### config.mk
export PLATFORM = sky130hd
export DESIGN_NAME = boot_shadow_ctrl
export DESIGN_NICKNAME = d
export VERILOG_FILES = /design/src/rtl/shadow_pkg.sv /design/src/rtl/shadow_wait_timer.sv /design/src/rtl/shadow_copy_fsm.sv /design/src/rtl/shadow_write_guard.sv /design/src/rtl/boot_shadow_ctrl.sv
export SDC_FILE = /design/constraint.sdc
export NUM_CORES = 1
export LEC_CHECK = 0
export ABC_AREA = 1
export BUFFER_PORTS_ARGS = -buffer_cell sky130_fd_sc_hd__buf_2
export CORE_MARGIN = 2
export CORE_UTILIZATION = 25
export DETAILED_ROUTE_END_ITERATION = 10
export PLACE_DENSITY_LB_ADDON = 0.2
export SYNTH_ARGS = -nofsm -noshare
export SYNTH_HDL_FRONTEND = slang
export SYNTH_SLANG_ARGS = --single-unit
### constraint.sdc
create_clock -name clk -period 2.9 [get_ports clk]
set_clock_uncertainty 0.2 [all_clocks]
set_input_delay 0.145 -clock clk [delete_from_list [all_inputs] [get_ports clk]]
set_output_delay 0.145 -clock clk [all_outputs]
set_load 0.01 [all_outputs]
### src/rtl/shadow_pkg.sv
// Package: shared state encoding for the boot shadow controller.
// Assumes: nothing; types only.
package shadow_pkg;

    typedef enum logic [2:0] {
        ST_IDLE      = 3'd0,
        ST_READ_ROM  = 3'd1,
        ST_WRITE_RAM = 3'd2,
        ST_NEXT      = 3'd3,
        ST_RELEASE   = 3'd4,
        ST_RUN       = 3'd5
    } shadow_state_e;

endpackage

### src/rtl/shadow_wait_timer.sv
// Module: shadow_wait_timer
// Counts the cycles the ROM enable has been held. expired rises once
// WAIT_CYC cycles have elapsed inside the current read window.
// Assumes: run stays high for the whole window and drops between reads.
module shadow_wait_timer #(
    parameter int unsigned WAIT_CYC = 3
) (
    input  logic clk,
    input  logic rst_n,
    input  logic run,
    output logic expired
);
    localparam int unsigned CW = $clog2(WAIT_CYC + 2);

    logic [CW-1:0] cnt_q;

    assign expired = (cnt_q == CW'(WAIT_CYC));

    // Window counter: cleared outside a read, saturates at the limit.
    always_ff @(posedge clk) begin
        if (!rst_n || !run) begin
            cnt_q <= '0;
        end else if (!expired) begin
            cnt_q <= cnt_q + 1'b1;
        end
    end

    AST_TIMER_HOLDS_AT_LIMIT: assert property (@(posedge clk) disable iff (!rst_n)
        (run && expired) |=> (!run || expired)) else $error("timer left limit");

endmodule

### src/rtl/shadow_copy_fsm.sv
// Module: shadow_copy_fsm
// Sequencer for the copy: read a ROM byte, write it to RAM, step the
// index, and after the last byte release the ROM and then start the CPU.
// Assumes: wait_done comes from a timer that runs only in ST_READ_ROM.
module shadow_copy_fsm
    import shadow_pkg::*;
#(
    parameter int unsigned COPY_LEN = 65536,
    parameter int unsigned DATA_W   = 8,
    parameter int unsigned IDX_W    = 16
) (
    input  logic              clk,
    input  logic              rst_n,
    input  logic              wait_done,
    input  logic [DATA_W-1:0] rom_rdata,
    output shadow_state_e     state,
    output logic [IDX_W-1:0]  idx,
    output logic [DATA_W-1:0] byte_q
);
    localparam logic [IDX_W-1:0] LAST_IDX = IDX_W'(COPY_LEN - 1);

    shadow_state_e state_d;
    logic          at_last;

    assign at_last = (idx == LAST_IDX);

    // Next-state selection.
    always_comb begin
        state_d = state;
        unique case (state)
            ST_IDLE:      state_d = ST_READ_ROM;
            ST_READ_ROM:  if (wait_done) state_d = ST_WRITE_RAM;
            ST_WRITE_RAM: state_d = ST_NEXT;
            ST_NEXT:      state_d = at_last ? ST_RELEASE : ST_READ_ROM;
            ST_RELEASE:   state_d = ST_RUN;
            ST_RUN:       state_d = ST_RUN;
            default:      state_d = ST_IDLE;
        endcase
    end

    // State register.
    always_ff @(posedge clk) begin
        if (!rst_n) state <= ST_IDLE;
        else        state <= state_d;
    end

    // Byte index: advances only in ST_NEXT before the last byte.
    always_ff @(posedge clk) begin
        if (!rst_n) begin
            idx <= '0;
        end else if (state == ST_NEXT && !at_last) begin
            idx <= idx + 1'b1;
        end
    end

    // Read-data latch: captured at the end of the wait window.
    always_ff @(posedge clk) begin
        if (!rst_n) begin
            byte_q <= '0;
        end else if (state == ST_READ_ROM && wait_done) begin
            byte_q <= rom_rdata;
        end
    end

    AST_WRITE_FOLLOWS_READ: assert property (@(posedge clk) disable iff (!rst_n)
        (state == ST_WRITE_RAM) |-> ($past(state) == ST_READ_ROM)) else $error("write without read");
    AST_ADDR_STEADY_IN_READ: assert property (@(posedge clk) disable iff (!rst_n)
        (state == ST_READ_ROM && $past(state) == ST_READ_ROM) |-> $stable(idx)) else $error("address moved");
    AST_IDX_BOUND: assert property (@(posedge clk) disable iff (!rst_n)
        idx <= LAST_IDX) else $error("index overran");

endmodule

### src/rtl/shadow_write_guard.sv
// Module: shadow_write_guard
// Gates the RAM write strobe coming from the system. Before it is armed,
// nothing passes. Once armed, writes (rwb low) into the shadow window are
// masked and everything else passes.
// Assumes: the address is the full processor address, bank included.
module shadow_write_guard #(
    parameter int unsigned CPU_AW      = 24,
    parameter int unsigned SHADOW_BASE = 0,
    parameter int unsigned COPY_LEN    = 65536
) (
    input  logic              armed,
    input  logic              we_req,
    input  logic              rwb,
    input  logic [CPU_AW-1:0] addr,
    output logic              we_out
);
    localparam logic [CPU_AW:0] WIN_LO = (CPU_AW+1)'(SHADOW_BASE);
    localparam logic [CPU_AW:0] WIN_HI = (CPU_AW+1)'(SHADOW_BASE + COPY_LEN);

    logic in_window;
    logic blocked;

    // Window decode and strobe mask.
    always_comb begin
        in_window = ({1'b0, addr} >= WIN_LO) && ({1'b0, addr} < WIN_HI);
        blocked   = !armed || (!rwb && in_window);
        we_out    = we_req && !blocked;
    end

    always_comb begin
        AST_READ_PASSES: assert (!(armed && rwb && we_req) || we_out) else $error("read masked");
    end

endmodule

### src/rtl/boot_shadow_ctrl.sv
// Module: boot_shadow_ctrl (top)
// Copies COPY_LEN bytes from a slow ROM into RAM at SHADOW_BASE while the
// CPU is held in reset. It then releases the ROM, starts the CPU, and
// write-protects the shadow window.
// Assumes: rst_n is synchronous and held low at least one clock at power-up;
// external glue muxes the RAM port with the CPU using bus_grant.
module boot_shadow_ctrl
    import shadow_pkg::*;
#(
    parameter int unsigned CPU_AW      = 24,
    parameter int unsigned ROM_AW      = 16,
    parameter int unsigned DATA_W      = 8,
    parameter int unsigned COPY_LEN    = 65536,
    parameter int unsigned WAIT_CYC    = 3,
    parameter int unsigned SHADOW_BASE = 32'h0001_0000 - COPY_LEN
) (
    input  logic              clk,
    input  logic              rst_n,
    output logic [ROM_AW-1:0] rom_addr,
    input  logic [DATA_W-1:0] rom_data,
    output logic              rom_en,
    output logic              rom_drive,
    output logic [CPU_AW-1:0] ram_addr,
    output logic [DATA_W-1:0] ram_wdata,
    output logic              ram_we,
    output logic              bus_grant,
    output logic              cpu_rst_n,
    output logic              done,
    input  logic [CPU_AW-1:0] cpu_addr,
    input  logic              cpu_rwb,
    input  logic              cpu_we_req,
    output logic              cpu_we_out
);
    localparam int unsigned IDX_W = (COPY_LEN > 1) ? $clog2(COPY_LEN) : 1;
    localparam logic [CPU_AW:0] RAM_LO = (CPU_AW+1)'(SHADOW_BASE);
    localparam logic [CPU_AW:0] RAM_HI = (CPU_AW+1)'(SHADOW_BASE + COPY_LEN);

    shadow_state_e     state;
    logic [IDX_W-1:0]  idx;
    logic [DATA_W-1:0] byte_q;
    logic              wait_done;
    logic              in_read;
    logic              running;

    assign in_read = (state == ST_READ_ROM);
    assign running = (state == ST_RUN);

    shadow_wait_timer #(
        .WAIT_CYC (WAIT_CYC)
    ) u_timer (
        .clk     (clk),
        .rst_n   (rst_n),
        .run     (in_read),
        .expired (wait_done)
    );

    shadow_copy_fsm #(
        .COPY_LEN (COPY_LEN),
        .DATA_W   (DATA_W),
        .IDX_W    (IDX_W)
    ) u_fsm (
        .clk       (clk),
        .rst_n     (rst_n),
        .wait_done (wait_done),
        .rom_rdata (rom_data),
        .state     (state),
        .idx       (idx),
        .byte_q    (byte_q)
    );

    shadow_write_guard #(
        .CPU_AW      (CPU_AW),
        .SHADOW_BASE (SHADOW_BASE),
        .COPY_LEN    (COPY_LEN)
    ) u_guard (
        .armed  (running),
        .we_req (cpu_we_req),
        .rwb    (cpu_rwb),
        .addr   (cpu_addr),
        .we_out (cpu_we_out)
    );

    // Port decode from sequencer state.
    always_comb begin
        rom_drive = (state == ST_READ_ROM) || (state == ST_WRITE_RAM) || (state == ST_NEXT);
        rom_en    = in_read;
        rom_addr  = rom_drive ? ROM_AW'(idx) : '0;
        ram_we    = (state == ST_WRITE_RAM);
        ram_addr  = CPU_AW'(SHADOW_BASE) + CPU_AW'(idx);
        ram_wdata = byte_q;
        bus_grant = !running;
        cpu_rst_n = running;
        done      = running;
    end

    AST_CPU_HELD_IN_COPY: assert property (@(posedge clk) disable iff (!rst_n)
        (ram_we || rom_en) |-> !cpu_rst_n) else $error("cpu free during copy");
    AST_COPY_IN_WINDOW: assert property (@(posedge clk) disable iff (!rst_n)
        ram_we |-> (({1'b0, ram_addr} >= RAM_LO) && ({1'b0, ram_addr} < RAM_HI))) else $error("copy outside window");
    AST_ROM_IDLE_IN_RUN: assert property (@(posedge clk) disable iff (!rst_n)
        cpu_rst_n |-> (!rom_en && !rom_drive && rom_addr == '0)) else $error("rom active in run");
    AST_RELEASE_BEFORE_START: assert property (@(posedge clk) disable iff (!rst_n)
        $rose(cpu_rst_n) |-> $past(!rom_drive && !rom_en && bus_grant)) else $error("start before release");
    AST_NO_WRITE_PRE_RUN: assert property (@(posedge clk) disable iff (!rst_n)
        !cpu_rst_n |-> !cpu_we_out) else $error("write passed before run");

endmodule

# After elaboration in Yosys (flattened, before gate mapping)

Cells that the tools add are included.

Multiplexer cells: 4
Equal/unequal tests: 8
Add/subtract/negate cells: 2
Magnitude comparators: 1
Reduce and logical (&&, ||, !) cells: 16

Operators with widths:

| cell                  | count |
|---|---|
| $lt 24x17->1 const B  | 1 |
| $add 16x1->16 const B | 1 |
| $eq 16x16->1 const B  | 1 |
| $mux 16               | 1 |
| $pmux 3 s5            | 1 |
| $eq 3x2->1 const B    | 3 |
| $eq 3x3->1 const B    | 2 |
| $logic_not 1->1       | 6 |
| $mux 3                | 2 |
| $logic_and 1x1->1     | 4 |
| $logic_or 1x1->1      | 4 |
| $add 3x1->3 const B   | 1 |
| $eq 3x1->1 const B    | 1 |
| $logic_not 3->1       | 1 |
| $ne 2x1->1 const B    | 1 |
| $reduce_or 2->1       | 1 |

Logic and storage cells: 35
Output and inout port bits: 55
Flip-flop bits (word level): 30
Input bits: 36

# Longest topological paths before layout

Gate-level depths: netlist of run 1.

Depth after elaboration: 5
Mapped depth: 10
Mapped depth without buffers: 10

# Modules after synthesis

From an unflattened synthesis of run 1, not the netlist that was laid out.

Cells, all modules: 294
Area, all modules: 1936.9 um^2

By module, submodules not included:

| module             | seq. area each (um^2) | instances | area each (um^2) | cells an instance |
|---|---|---|---|---|
| shadow_copy_fsm    | 540.5                 | 1         | 1402.6           | 207 |
| boot_shadow_ctrl   | 0.0                   | 1         | 330.3            | 53 |
| shadow_wait_timer  | 60.1                  | 1         | 165.2            | 24 |
| shadow_write_guard | 0.0                   | 1         | 38.8             | 10 |

# Worst setup path before layout of run 1

OpenSTA, ideal clock, no wires.

Path type: register to register
Start: register u_fsm.idx[0]
End: register u_fsm.idx[11]
Path buffers: 1
Cell stages (with the launch flop): 10
Data required time: 2.568 ns
Arrival: 1.456 ns
Setup time: 0.132 ns
Setup slack: 1.112 ns
Period minus slack after synthesis: 1.788 ns
Cells stage by stage: dfxtp_1 > ha_1 > nand3_2 > inv_2 > nand2_2 > nor2_1 > nor2_2 > buf_4 > nand2_1 > a21oi_1

Cells in the longest elaborated chain, start to end: 3
Elaborated cells between the ends (all ways): 4
Classes of those cells: add/sub: 1; eq/ne: 1; reduce/logical: 2

RTL lines:

| element                                                               | line                  | text |
|---|---|---|
| start: declaration                                                    | shadow_copy_fsm.sv:17 | `output logic [IDX_W-1:0] idx,` |
| start signal: assignment                                              | shadow_copy_fsm.sv:52 | `idx <= idx + 1'b1;` |
| parallel branches: the longest is 3 deep, another holds $add 16x1->16 | -                     |  |

Parallel ways; which one is timed is not known.
A chain may end at the register's enable or synchronous reset.

# Worst setup path after layout of run 1

Start: register u_fsm.idx[0]
End: register u_fsm.idx[2]

Same word-level chain as after synthesis.

==> results.tsv, run 1 <==
stage	metric	value	unit
floorplanning	Die X	86.4	um
sta	Setup violations, final	0	
power	internal power	0.646	mW
sta	Slew @ Worst Pin	0.631	ns
clock_network	cts bufs inserted	5	
clock_network	clk_lat worst skew	0.28	ns
route	detailed-route via count	1826	
synth	synthesized area	0.00170	mm^2
power	Clk network pwr share	0.405	
synth	synth warn	0	
placement	HPWL after DPL	3300	um
floorplanning	die area	0.00747	mm^2
sta	Final Critical Period	2.07	ns
setup_path	crit path kind	flip-flop to flip-flop	
power	Peak VDD IR	277	uV
route	DR vias/cell	4.30	
layout	final core utilization	0.336	
setup_path	Crit path depth	8	
synth	synth unique cells	25	
route	Initial DRC Count	83	
layout	Nets	383	
global_route	largest net degree at the start of global routing	19	
clock_network	Max clock buf depth	2	
route	first drt pass iteration count	4	
floorplanning	Starting Density	0.254	
floorplanning	Top Ports	91	
placement	I/O Buffers	66	
route	detailed-route wire length	4550	um
synth	synthesized flop and latch total	30	
synth	Mapped Cells	268	
setup_path	critical path startpoint category	flip-flop	
setup_path	crit path cell chain	ha_1, nand3_2, inv_2, nand2_2, o21ai_2, buf_4, nand2_1, a21oi_1	
floorplanning	site row count	30	
power	P_sw	0.226	mW
floorplanning	die height	86.4	um
clock_network	clock transition at the registers of the reported paths	0.07	ns
sta	Worst Slack Setup Final	0.830	ns
layout	layout cell share with drive strength beyond 1	0.241	
setup_path	crit path max fanout	10	
power	Power Total	0.872	mW
sta	post-route clock period utilization	0.714	
power	Logic pwr share	0.110	
route	drt drc	0	
sta	fmax	483	MHz
global_route	number of global-route vias before repair	1625	
min_path	worst hold path class	input port to flip-flop	
floorplanning	Core Area	0.00668	mm^2
power	PwrDens	388	mW/mm^2
sta	endpoints failing hold	0	
sta	RSZ-0062 raised after global routing	no	
setup_path	r2r worst-path depth	8	
setup_path	Worst R2R Setup Slack	0.83	ns
layout	most common library cell in the layout ignoring fill and taps	buf_2	
global_route	global-route wire length before repair	7510	um
min_path	WHS Path Cells	3	
power	Sequential Power Share	0.486	
sta	TNS Setup	0	ns
setup_path	data arrival time of the worst path	2.07	ns
clock_network	hold_buf cts	8	
setup_path	cell family with most CP delay	flip-flops	
layout	commonest non-fill, non-tap cells in the layout	buf_2 (66), nor2_1 (64), nand2_1 (62), inv_1 (30), dfxtp_1 (30)	
layout	diodes inserted	0	
global_route	gr usage total	0.127	
run_status	outcome	finished, final reports clean	
setup_path	required time of the critical path	2.90	ns
sta	Hold WS	0.0191	ns
setup_path	CP max stage delay	0.45	ns
synth	Mean Syn Cell Area	6.34	um^2
synth	register area share after synthesis	0.353	
sta	worst rel slew slack	0.578	
setup_path	Max stage delay cell, worst path	dfxtp_1	
clock_network	CTS Root Cell	clkbuf_8	
clock_network	Resize count post-CTS	0	
setup_path	Critical Path End Type	flip-flop	
placement	pre-CTS WS	0.805	ns
clock_network	CTS Sinks	30	
route	Routed Antenna Nets	0	
global_route	total congestion overflow	0	
run	total of max-cap violations	0	
clock_network	TritonCTS clock tree	built	
clock_network	H-tree depth	2	
sta	Slew Limit Fails	0	
power	LEAKAGE	1.05	nW
global_route	initial antenna violation count	0	
clock_network	total setup buffers inserted after CTS	0	
setup_path	WP buf/inv	2	
power	Sw Share	0.260	
placement	Final GP Congestion	0.819	
route	DR WL/cell	10.7	um
layout	Layout area overhead	32.1	%
[cell usage after synthesis]
cell type / number / area, um^2
and3_1: 1 / 6.26
inv_1: 30 / 113
buf_4: 10 / 75.1
inv_2: 1 / 3.75
a21oi_1: 18 / 90.1
nand4_1: 4 / 25.0
nand2_1: 62 / 233
nor4_1: 1 / 6.26
ha_1: 3 / 37.5
o21ai_0: 15 / 75.1
nand3_1: 8 / 40.0
buf_6: 1 / 11.3
nand2_2: 2 / 12.5
nor2_2: 1 / 6.26
o21ai_2: 1 / 8.76
a31oi_1: 1 / 6.26
nand3_2: 1 / 10.0
clkbuf_1: 3 / 11.3
xor2_1: 6 / 52.6
dfxtp_1: 30 / 601
nor2_4: 1 / 11.3
conb_1: 1 / 3.75
nor2_1: 64 / 240
nor3_1: 2 / 10.0
nor3_2: 1 / 10.0
[cell type report]
type	instances	area [um^2]
clock buffers	7	86.3
clock inverters	1	5.00
fillers	754	4440
inverters	31	116
multi-input cells	200	911
flip-flops and latches	30	601
well taps	80	100
repair buffers	76	425
[kinds of logic (layout without fill, tap and decap cells)]
family	after synthesis	in the layout	share of synthesized area
xor gates and xnor gates	6	6	0.0309
adders and majority gates	3	3	0.0221
AOI/OAI and AO/OA	35	35	0.106
and+or+nand+nor	148	148	0.359
DFF	30	30	0.353
other	1	8	0.00221
buffers and inverters	45	115	0.126
[sequential cells by signal, indices dropped and copies added, names as in the netlist]
| register | cells |
|---|---|
| u_fsm.byte_q | 8 |
| u_fsm.idx | 16 |
| u_fsm.state | 3 |
| u_timer.cnt_q | 3 |
[worst paths after layout]
check | end | from
setup / recovery | u_fsm.idx[2]$_SDFFE_PN0P_ | u_fsm.idx[0]$_SDFFE_PN0P_
hold / removal | u_fsm.state[0]$_SDFFE_PN0P_ | rst_n
setup reg to reg | u_fsm.idx[2]$_SDFFE_PN0P_ | u_fsm.idx[0]$_SDFFE_PN0P_
hold reg to reg | u_timer.cnt_q[1]$_SDFFE_PP0N_ | u_timer.cnt_q[1]$_SDFFE_PP0N_
[power groups by stage]
stage	logic, mW	registers (mW)	clock network, mW
CTS	0.0970	0.424	0.369
global route	0.110	0.425	0.391
global placement	0.0875	0.433	0
detailed placement	0.0886	0.433	0
finish	0.0956	0.424	0.353
floorplan	0.0628	0.433	0
[worst min-delay path, cell delays in order]
cell	delay [ns]
buf_2	0.19
nand2_1	0.09
inv_1	0.03
[routing by layer]
metal	vias up	global-route usage	share of wire
met5	-	0	0
met4	0	0.0384	0.013
met2	61	0.197	0.44
li1	973	-	-
met1	783	0.168	0.47
met3	9	0.0390	0.076
[metrics by stage]
step / cells / cell area (um^2)
after floorplan: 275 / 1730
after global placement: 409 / 2070
after detailed placement: 409 / 2070
after CTS: 425 / 2240
after global routing: 425 / 2240
final: 425 / 2240
Power figures use the tool's default switching activity.
==> run 2, diff against run 1 <==
- clock period: 2.9 -> 2 ns (I/O delays scaled with it)
==> run 2 against run 1 <==
Flip-flop and latch count unchanged. Combinational power up 63%. Via count up 0.88%. Sequential power up 44%. Clock-buffer cell count unchanged. Cell count up 2.1%. Critical endpoint is now rom_addr[9]. Largest cell class unchanged.
==> results.tsv, run 2 (same netlist as run 1, synthesis figures left out) <==
stage	metric	value	unit	change
setup_path	required time of the critical path	1.70	ns	-1.20 ns
setup_path	crit path max fanout	10		unchanged
clock_network	Max clock buf depth	2		unchanged
layout	Post-Layout Cell Count	434		+2.1%
sta	Setup violations, final	0		unchanged
global_route	met3 Use GR	0.0448		+0.00571
sta	TNS Setup	0	ns	unchanged
route	drt drc	0		unchanged
floorplanning	Core Area	0.00668	mm^2	unchanged
route	Initial DRC Count	41		-51%
setup_path	R2R Path Start	u_fsm.idx[0]$_SDFFE_PN0P_		
sta	post-route clock period utilization	0.890		
layout	layout cell share with drive strength beyond 1	0.257		+0.0165
global_route	initial antenna violation count	0		unchanged
clock_network	H-tree depth	2		unchanged
sta	RSZ-0062 raised after global routing	no		
sta	worst rel slew slack	0.627		+0.0487
clock_network	clk_lat worst skew	0.28	ns	about the same
setup_path	Critical Path End Type	output pin		
global_route	global-route wire length before repair	7890	um	+5.0%
layout	max FFs per register	16		unchanged
route	first drt pass iteration count	4		unchanged
power	Peak VDD IR	411	uV	+48%
layout	Layout area overhead	37.7	%	
run	total of max-cap violations	0		unchanged
global_route	largest net degree at the start of global routing	19		unchanged
global_route	total congestion overflow	0		unchanged
global_route	number of global-route vias before repair	1746		+7.4%
route	Routed Antenna Nets	0		unchanged
clock_network	cts bufs inserted	5		unchanged
power	PwrDens	544	mW/mm^2	+40%
global_route	grt peak-use layer	met2		
floorplanning	Top Ports	91		unchanged
global_route	gr usage total	0.133		+0.00613
floorplanning	site row count	30		unchanged
setup_path	Worst R2R Setup Slack	0.22	ns	-0.61 ns
sta	fmax	562	MHz	
route	DR vias/cell	4.24		-1.2%
setup_path	crit path kind	flip-flop to output pin		
placement	pre-CTS WS	0.218	ns	-0.588 ns
floorplanning	Die X	86.4	um	unchanged
floorplanning	Starting Density	0.254		unchanged
sta	endpoints failing hold	0		unchanged
placement	HPWL after DPL	3480	um	+5.5%
clock_network	Resize count post-CTS	0		unchanged
min_path	WHS Path Cells	2		-1
global_route	GR Layer Usage met1	0.172		+0.00361
clock_network	CTS Root Cell	clkbuf_8		
layout	most common library cell in the layout ignoring fill and taps	buf_2		
setup_path	data arrival time of the worst path	1.48	ns	-0.59 ns
sta	Worst Slack Setup Final	0.220	ns	-0.610 ns
power	Power Total	1.27	mW	+46%
layout	Nets	392		+2.3%
sta	Slew Limit Fails	0		unchanged
run_status	outcome	finished, final reports clean		
route	DR WL/cell	10.8	um	+0.66%
layout	commonest non-fill, non-tap cells in the layout	buf_2 (66), nor2_1 (64), nand2_1 (62), inv_1 (30), dfxtp_1 (30)		
floorplanning	die area	0.00747	mm^2	unchanged
floorplanning	die height	86.4	um	unchanged
layout	Biggest register	u_fsm.idx		
clock_network	clock transition at the registers of the reported paths	0.07	ns	about the same
setup_path	critical path startpoint category	flip-flop		
min_path	Hold EP	u_timer.cnt_q[1]$_SDFFE_PP0N_		
min_path	worst hold path class	flip-flop to flip-flop		
sta	Final Critical Period	1.78	ns	
sta	Hold WS	0.279	ns	+0.260 ns
placement	DP Cell Count	417		+2.0%
setup_path	r2r worst-path depth	9		+1
layout	biggest regs	u_fsm.idx (16), u_fsm.byte_q (8)		
clock_network	CTS Sinks	30		unchanged
route	detailed-route wire length	4680	um	+2.8%
placement	I/O Buffers	66		unchanged
placement	Final GP Congestion	0.865		+5.6%
route	detailed-route via count	1842		+0.88%
min_path	Worst Hold Launch	u_timer.cnt_q[1]$_SDFFE_PP0N_		
setup_path	FF-to-FF End	u_fsm.idx[2]$_SDFFE_PN0P_		
clock_network	TritonCTS clock tree	built		
global_route	GR Util met2	0.214		+0.0168
sta	Slew @ Worst Pin	0.559	ns	-0.0721 ns
layout	diodes inserted	0		unchanged
power	LEAKAGE	1.10	nW	+5.4%
## run 2: changes by cell type in the layout (fill, tap and decap cells not counted), sizes merged
cell / delta
buf: +8
dlygate4sd3: +1
## run 2: worst max-delay path, stage by stage, from the launching register on
cell	delay, ns
dfxtp_1	0.31
inv_1	0.12
nand2_1	0.08
nand2_1	0.27
buf_4	0.24
nor2_1	0.05
buf_2	0.13
## run 2: worst max-delay path by stage
| stage | startpoint | end | slack (ns) | cells past startpoint |
|---|---|---|---|---|
| global route | u_fsm.idx[0]$_SDFFE_PN0P_ | u_fsm.idx[2]$_SDFFE_PN0P_ | 0.05 | 9 |
| detailed placement | u_fsm.idx[0]$_SDFFE_PN0P_ | u_fsm.idx[2]$_SDFFE_PN0P_ | 0.22 | 9 |
| finish | u_fsm.state[0]$_SDFFE_PN0P_ | rom_addr[9] | 0.22 | 6 |
| CTS | u_fsm.state[0]$_SDFFE_PN0P_ | rom_addr[9] | 0.18 | 6 |
| floorplan | u_fsm.idx[0]$_SDFFE_PN0P_ | u_fsm.idx[11]$_SDFFE_PN0P_ | 0.21 | 9 |
| global placement | u_fsm.idx[0]$_SDFFE_PN0P_ | u_fsm.idx[2]$_SDFFE_PN0P_ | 0.22 | 9 |
## run 2: final cells by class
type	instances	area [um^2]
timing repair buffer	85	520
tap	80	100
multi-input combinational	200	911
clock inverter	1	5.00
inverter	31	116
sequential	30	601
clock buffer	7	86.3
fill	757	4340
## run 2: through the flow
step,area (um^2),util
2_1_floorplan,1730,-
3_3_place_gp,2160,0.323
3_5_place_dp,2160,0.323
4_1_cts,2340,0.350
5_1_grt,2340,0.350
6_report,2340,0.350
## run 2: routing by layer
metal  vias to the layer above  wire, um
li1                        991         -
met3                         6       297
met4                         0        51
met5                         -         0
met1                       790      2260
met2                        55      2070
## run 2: power by group
group / total (mW) / leakage (nW) / switching (mW) / internal, mW
Combinational: 0.156 / 0.811 / 0.0917 / 0.0644
Clock: 0.504 / 0.0482 / 0.227 / 0.277
Sequential: 0.612 / 0.242 / 0.00487 / 0.607
Total: 1.27 / 1.10 / 0.323 / 0.948
## run 2: what timing repair did
| item | in CTS | in global routing |
|---|---|---|
| hold buffers | 9 | 0 |
| setup endpoints to repair | 0 | 0 |
| buffers inserted | 0 | 0 |
| hold endpoints to repair | 13 | 0 |
